`src/rtl/corner_pkg.sv`:
```
package corner_pkg;
  localparam int IN_W    = 12;
  localparam int OUT_W   = 24;
  localparam int K_SHIFT = 3;
  localparam int PROD_W  = 2 * IN_W;
  localparam int TR_W    = IN_W + 1;
  localparam int TSQ_W   = 2 * TR_W;
  localparam int ACC_W   = TSQ_W + 1;
  localparam longint R_MAX_L = (longint'(1) <<< (OUT_W - 1)) - 1;
  localparam longint R_MIN_L = -R_MAX_L - 1;
  localparam logic signed [ACC_W-1:0] R_MAX = ACC_W'(R_MAX_L);
  localparam logic signed [ACC_W-1:0] R_MIN = ACC_W'(R_MIN_L);

  typedef struct packed {
    logic [PROD_W-1:0] xxyy;
    logic [PROD_W-1:0] xysq;
    logic [TR_W-1:0]   trace;
  } s1_t;

  typedef struct packed {
    logic signed [ACC_W-1:0] det;
    logic [TSQ_W-1:0]        tsq;
  } s2_t;

  function automatic logic signed [ACC_W-1:0] f_det(input logic [PROD_W-1:0] p,
                                                    input logic [PROD_W-1:0] q);
    return $signed({{(ACC_W-PROD_W){1'b0}}, p}) - $signed({{(ACC_W-PROD_W){1'b0}}, q});
  endfunction

  function automatic logic signed [ACC_W-1:0] f_resp(input logic signed [ACC_W-1:0] det,
                                                     input logic [TSQ_W-1:0] tsq);
    logic [TSQ_W-1:0] pen;
    pen = tsq >> K_SHIFT;
    return det - $signed({1'b0, pen});
  endfunction

  function automatic logic [OUT_W-1:0] f_clamp(input logic signed [ACC_W-1:0] v);
    logic signed [ACC_W-1:0] c;
    if (v < R_MIN)      c = R_MIN;
    else if (v > R_MAX) c = R_MAX;
    else                c = v;
    return c[OUT_W-1:0];
  endfunction
endpackage

```
`src/rtl/cr_stage1.sv`:
```
module cr_stage1
  import corner_pkg::*;
(
  input  logic            clk,
  input  logic            rst_n,
  input  logic            in_v,
  input  logic [IN_W-1:0] a,
  input  logic [IN_W-1:0] b,
  input  logic [IN_W-1:0] c,
  output logic            out_v,
  output s1_t             q
);
  always_ff @(posedge clk or negedge rst_n) begin
    if (!rst_n) begin
      out_v <= 1'b0;
      q     <= '0;
    end else begin
      out_v <= in_v;
      if (in_v) begin
        q.xxyy  <= PROD_W'(a) * PROD_W'(b);
        q.xysq  <= PROD_W'(c) * PROD_W'(c);
        q.trace <= TR_W'(a) + TR_W'(b);
      end
    end
  end
endmodule

```
`src/rtl/cr_stage2.sv`:
```
module cr_stage2
  import corner_pkg::*;
(
  input  logic clk,
  input  logic rst_n,
  input  logic in_v,
  input  s1_t  p,
  output logic out_v,
  output s2_t  q
);
  always_ff @(posedge clk or negedge rst_n) begin
    if (!rst_n) begin
      out_v <= 1'b0;
      q     <= '0;
    end else begin
      out_v <= in_v;
      if (in_v) begin
        q.det <= f_det(p.xxyy, p.xysq);
        q.tsq <= TSQ_W'(p.trace) * TSQ_W'(p.trace);
      end
    end
  end
endmodule

```
`src/rtl/cr_stage3.sv`:
```
module cr_stage3
  import corner_pkg::*;
(
  input  logic             clk,
  input  logic             rst_n,
  input  logic             in_v,
  input  s2_t              p,
  output logic             out_v,
  output logic [OUT_W-1:0] r,
  output logic             clamp_lo,
  output logic             clamp_hi
);
  logic signed [ACC_W-1:0] resp;

  always_comb begin
    resp     = f_resp(p.det, p.tsq);
    clamp_lo = (resp < R_MIN);
    clamp_hi = (resp > R_MAX);
  end

  always_ff @(posedge clk or negedge rst_n) begin
    if (!rst_n) begin
      out_v <= 1'b0;
      r     <= '0;
    end else begin
      out_v <= in_v;
      if (in_v) r <= f_clamp(resp);
    end
  end
endmodule

```
`src/rtl/corner_response.sv`:
```
module corner_response
  import corner_pkg::*;
(
  input  logic             clk,
  input  logic             reset_n,
  input  logic             in_valid,
  input  logic [IN_W-1:0]  xx_sum,
  input  logic [IN_W-1:0]  yy_sum,
  input  logic [IN_W-1:0]  xy_sum,
  output logic [OUT_W-1:0] R_out,
  output logic             out_valid
);
  logic s1_v, s2_v;
  s1_t  s1_q;
  s2_t  s2_q;
  logic clamp_lo, clamp_hi;
  logic ev_clamp_lo;

  cr_stage1 u_s1 (.clk(clk), .rst_n(reset_n), .in_v(in_valid),
                  .a(xx_sum), .b(yy_sum), .c(xy_sum), .out_v(s1_v), .q(s1_q));
  cr_stage2 u_s2 (.clk(clk), .rst_n(reset_n), .in_v(s1_v), .p(s1_q),
                  .out_v(s2_v), .q(s2_q));
  cr_stage3 u_s3 (.clk(clk), .rst_n(reset_n), .in_v(s2_v), .p(s2_q),
                  .out_v(out_valid), .r(R_out),
                  .clamp_lo(clamp_lo), .clamp_hi(clamp_hi));

  // named event: a result about to be loaded falls below the output range
  assign ev_clamp_lo = s2_v & clamp_lo;
endmodule

```
`config.mk`:
```
export PLATFORM = sky130hd
export DESIGN_NAME = corner_response
export DESIGN_NICKNAME = d
export VERILOG_FILES = /design/src/rtl/corner_pkg.sv /design/src/rtl/cr_stage1.sv /design/src/rtl/cr_stage2.sv /design/src/rtl/cr_stage3.sv /design/src/rtl/corner_response.sv
export SDC_FILE = /design/constraint.sdc
export NUM_CORES = 1
export LEC_CHECK = 0
export BUFFER_PORTS_ARGS = -buffer_cell sky130_fd_sc_hd__buf_2
export CAP_MARGIN = 20
export CORE_MARGIN = 1
export CORE_UTILIZATION = 66
export CTS_CLUSTER_DIAMETER = 50
export DETAILED_ROUTE_END_ITERATION = 10
export PLACE_DENSITY = 0.81
export SLEW_MARGIN = 20
export SYNTH_ARGS = -nofsm -noshare
export SYNTH_HDL_FRONTEND = slang
export SYNTH_HIERARCHICAL = 1
export SYNTH_SLANG_ARGS = --single-unit
```
`constraint.sdc`:
```
create_clock -name clk -period 6.32 [get_ports clk]
set_clock_uncertainty 0.05 [all_clocks]
set_input_delay 1.264 -clock clk [delete_from_list [all_inputs] [get_ports clk]]
set_output_delay 1.264 -clock clk [all_outputs]
set_load 0.005 [all_outputs]
```
; After elaboration in Yosys (flattened, before gate mapping)
; Cells that the tools add are included.
[classes]
addsub = 3
mul = 3
div_mod_pow = 0
order_cmp = 2
n_eq_ne = 0
shifts = 0
mux = 2
bitwise = 0
n_reduce_logical = 0
[ops]
columns = operator, count
row1 = multiplier 12 x 12 -> 24 bit, 2
row2 = two-way mux 24 bit, 2
row3 = "> comparator 27 x 24 -> 1 bit, second input constant", 1
row4 = "less-than comparator 27 x 24 -> 1 bit, second input constant", 1
row5 = subtractor 27 x 24 -> 27 bit, 1
row6 = multiplier 13 x 13 -> 26 bit, 1
row7 = subtractor 24 x 24 -> 25 bit, 1
row8 = adder 12 x 12 -> 13 bit, 1
[totals]
regBits = 141
latch_bits = 0
mem_bits_rw = 0
rom_bits = 0
inputBits = 39
output_inout_bits = 25
wordCells = 19
n_memories = 0

; Longest topological paths before layout
[logic_depth]
ltp_word = 4
depth_mapped = 22
ltp_nobuf = 20

; Cells and area by module
; Netlist, hierarchy kept.
[modules_own_cells]
columns = mod, instances, cells_per_inst, area_per_inst_um2, seq_area_each_um2
row1 = cr_stage1, 1, 1259, 11527.3, 1526.5
row2 = cr_stage2, 1, 956, 8304.2, 1276.2
row3 = cr_stage3, 1, 300, 2463.6, 625.6

; Worst setup path before layout
; OpenSTA, ideal clock, no wires.
[synth_timing]
path_type = in2reg
startpoint = in yy_sum[11]
endpoint = reg u_s1/q[57] in the netlist's numbering
setup_ns = 0.137
t_arrival_ns = 6.055
required_ns = 6.133
setup_slack_ns = 0.078
stages = 17
n_path_buf = 1
cell_sequence = clkbuf_1 nand2_1 fa_1 fa_1 inv_1 fa_1 fa_1 inv_1 fa_1 inv_1 ha_1 a2111o_1 o2111a_1 o211ai_1 a21boi_0 o2111ai_1 o311ai_1
[synth_between]
elab_chain_cells = 1
[synth_lines]
columns = item, line
row1 = "start, declared", corner_response.sv:8  ; input logic [IN_W-1:0] yy_sum,
row2 = multiplier 12 x 12 -> 24 bit, cr_stage1.sv:20  ; q.xxyy <= PROD_W'(a) * PROD_W'(b);
row3 = "end, declared", cr_stage1.sv:11  ; output s1_t q
; Every way passes these cells.
; A chain may end at the register's enable or synchronous reset.

; Final worst setup path
[layout_timing]
startpoint = in xy_sum[3]
endpoint = reg u_s1/q[36] in the netlist's numbering
[layout_between]
elab_chain_cells = 1
[layout_lines]
columns = item, line
row1 = "start, declared", corner_response.sv:9  ; input logic [IN_W-1:0] xy_sum,
row2 = multiplier 12 x 12 -> 24 bit, cr_stage1.sv:21  ; q.xysq <= PROD_W'(c) * PROD_W'(c);
; Every way passes these cells.

==> results.sh <==
export IMPL_grt_overflow=0
export IMPL_worst_pin_slew_ns=0.959
export IMPL_fmaxAchievable_ghz=0.167
export IMPL_synth_nets=3075
export IMPL_grt_pass1_vias=17800
export IMPL_num_antenna_cells=0
export IMPL_timing_rr_end="u_s2/q[21]"
export IMPL_slew_headroom_pct=36.1
export IMPL_fin_nets=3120
export IMPL_num_vias=17500
export IMPL_cts_max_level=4
export IMPL_setup_ws_ns=0.332
export IMPL_top_usage_layer="met2"
export IMPL_portBuffers=63
export IMPL_crit_path_max_fanout=7
export IMPL_grt_pass1_wl_um=89300
export IMPL_areaGrowthSynthToFinish_pct=6.85
export IMPL_ff2ff_path_depth=20
export IMPL_required_ns=6.59
export IMPL_worstPathCellList="buf_2 -> nand2_1 -> inv_1 -> fa_1 -> inv_1 -> fa_1 -> fa_1 -> inv_1 -> fa_1 -> inv_1 -> fa_1 -> inv_1 -> ha_1 -> nand3_1 -> o31ai_1 -> a21oi_1 -> o31ai_1 -> xnor2_1 -> mux2_2"
export IMPL_period_share_pct=94.8
export IMPL_hpwl_um=43800
export IMPL_met1_usage_pct=41.5
export IMPL_syn_avg_cell_area_um2=8.86
export IMPL_hold_buffers=0
export IMPL_initial_utilization_pct=67.7
export IMPL_syn_instance_count=2506
export IMPL_finalCriticalPeriod_ns=5.99
export IMPL_critPathTopFamily="adder cells"
export IMPL_cp_data_arrival_time_ns=6.26
export IMPL_wire_per_inst_um=18.1
export IMPL_synth_area_um2=22200
export IMPL_coreArea_um2=32800
export IMPL_hold_path_depth=1
export IMPL_clk_pin_slew_worst_paths_ns=0.06
export IMPL_nFillCells=2493
export IMPL_cts_num_sinks=135
export IMPL_wl_um=54300
export IMPL_r2r_slack_ns=0.52
export IMPL_met2_usage_pct=58.1
export IMPL_place_inst=2974
export IMPL_die_area_um2=34400
export IMPL_met3_usage_pct=4.27
export IMPL_gp_congestion=0.930
export IMPL_cts_buffer_depth=2
export IMPL_cts_tree="done"
export IMPL_crit_slowest_cell="fa_1"
export IMPL_rsz0062_at_grt="no"
export IMPL_holdPathEnd="u_s1/q[21]"
export IMPL_num_io_pins=64
export IMPL_status="completed"
export IMPL_dp_slack_ns=-0.0913
export IMPL_startpoint_type="input pin"
export IMPL_fin_tns_setup_ns=0
export IMPL_layout_drive_gt1_share_pct=11.0
export IMPL_cts_buffers=17
export IMPL_synth_warnings=6
export IMPL_drv_cap=0
export IMPL_via_per_inst=5.83
export IMPL_num_rows=66
export IMPL_fin_cells=3005
export IMPL_r2r_start="u_s1/q[5]"
export IMPL_die_h_um=185
export IMPL_hp_class="flip-flop to flip-flop"
export IMPL_ant_nets=0
export IMPL_path_buf_inv=6
export IMPL_cp_end_kind="flip-flop"
export IMPL_drtPass1Iterations=6
export IMPL_hp_start="u_s1/q[21]"
export IMPL_grt_use_total_pct=33.4
export IMPL_ctsResizeCount=0
export IMPL_timing_hold_ws_ns=0.435
export IMPL_hold_viol=0
export IMPL_grt_max_degree=92
export IMPL_route_detailed_drc=0
export IMPL_post_cts_buffers=0
export IMPL_finalSetupViolCount=0
export IMPL_drt_iter0_drc=1105
export IMPL_die_x_um=185
export IMPL_drv_slew=0
export IMPL_crit_type="input pin to flip-flop"
export IMPL_clock_latency_ns=0.44
export IMPL_antenna_found_initial=0
export IMPL_critPathMaxStageDelay_ns=0.55
export IMPL_clockRootBuffer="clkbuf_16"
[worst reg2reg max path, stage by stage (launching register included)]
cell	delay, ns
dfrtp_1	0.71
inv_1	0.23
nor2_1	0.26
inv_1	0.08
fa_1	0.48
inv_1	0.05
fa_1	0.53
inv_1	0.05
fa_1	0.47
inv_1	0.05
fa_1	0.47
inv_1	0.06
fa_1	0.48
inv_1	0.05
ha_1	0.37
a21oi_1	0.09
o21ai_0	0.38
a211oi_2	0.08
o41ai_2	0.33
xnor2_1	0.15
mux2_4	0.27
[state kept, by name, indices dropped and copies added, names as in the netlist]
| register | count |
|---|---|
| u_s1/q | 60 |
| u_s2/out_v | 1 |
| u_s3/r | 24 |
| u_s1/out_v | 1 |
| u_s2/q | 48 |
| u_s3/out_v | 1 |
[cell type report]
type	count	area (um^2)	area share (%)
multi-input cells	1741	16400	69.1
clock inverters	14	185	0.781
flip-flops and latches	135	3380	14.2
repair buffers	125	787	3.32
clock buffers	17	425	1.79
inverters	531	1990	8.40
well taps	442	553	2.33
[layout by cell type (no fill, tap or decap), types with 8 or more instances in the layout]
master / n
a211oi_1: 18
dfrtp_1: 135
clkbuf_16: 17
fa_1: 281
buf_4: 62
o21ai_0: 55
xnor2_1: 60
nor2_1: 90
buf_2: 62
o21a_1: 30
a21oi_1: 97
ha_1: 249
a21oi_2: 24
a21o_1: 44
mux2_2: 64
o211ai_1: 12
or3_1: 11
nor3_1: 24
xor2_1: 36
nand4_1: 17
nand3_1: 25
nand2_1: 271
inv_1: 531
o21bai_1: 14
o31ai_1: 20
o311ai_0: 8
nand2b_1: 13
nor2b_1: 12
and2_1: 128
[layer usage]
layer | wire [um] | up-vias
li1 | - | 8123
met1 | 21900 | 8706
met2 | 27200 | 556
met3 | 2810 | 131
met4 | 2320 | 0
met5 | 0 | -
[worst max path at each step]
stage	start	slack (ns)	cells past startpoint	to
4_1_cts	xy_sum[3]	0.36	19	u_s1/q[36]
2_1_floorplan	yy_sum[11]	0.08	17	u_s1/q[57]
3_5_place_dp	xy_sum[3]	-0.09	19	u_s1/q[36]
6_report	xy_sum[3]	0.33	19	u_s1/q[36]
3_3_place_gp	yy_sum[8]	-0.05	18	u_s1/q[57]
5_1_grt	xy_sum[3]	0.04	20	u_s1/q[36]
[metrics by stage]
stage	cell area, um^2	util, %
finish	23700	72.4
global route	23700	72.4
global placement	23100	70.5
floorplan	22200	-
detailed placement	23100	70.5
CTS	23700	72.4
Power is not shown: default switching activity piles up to over one toggle a cycle in this logic, so the estimate is an artifact.
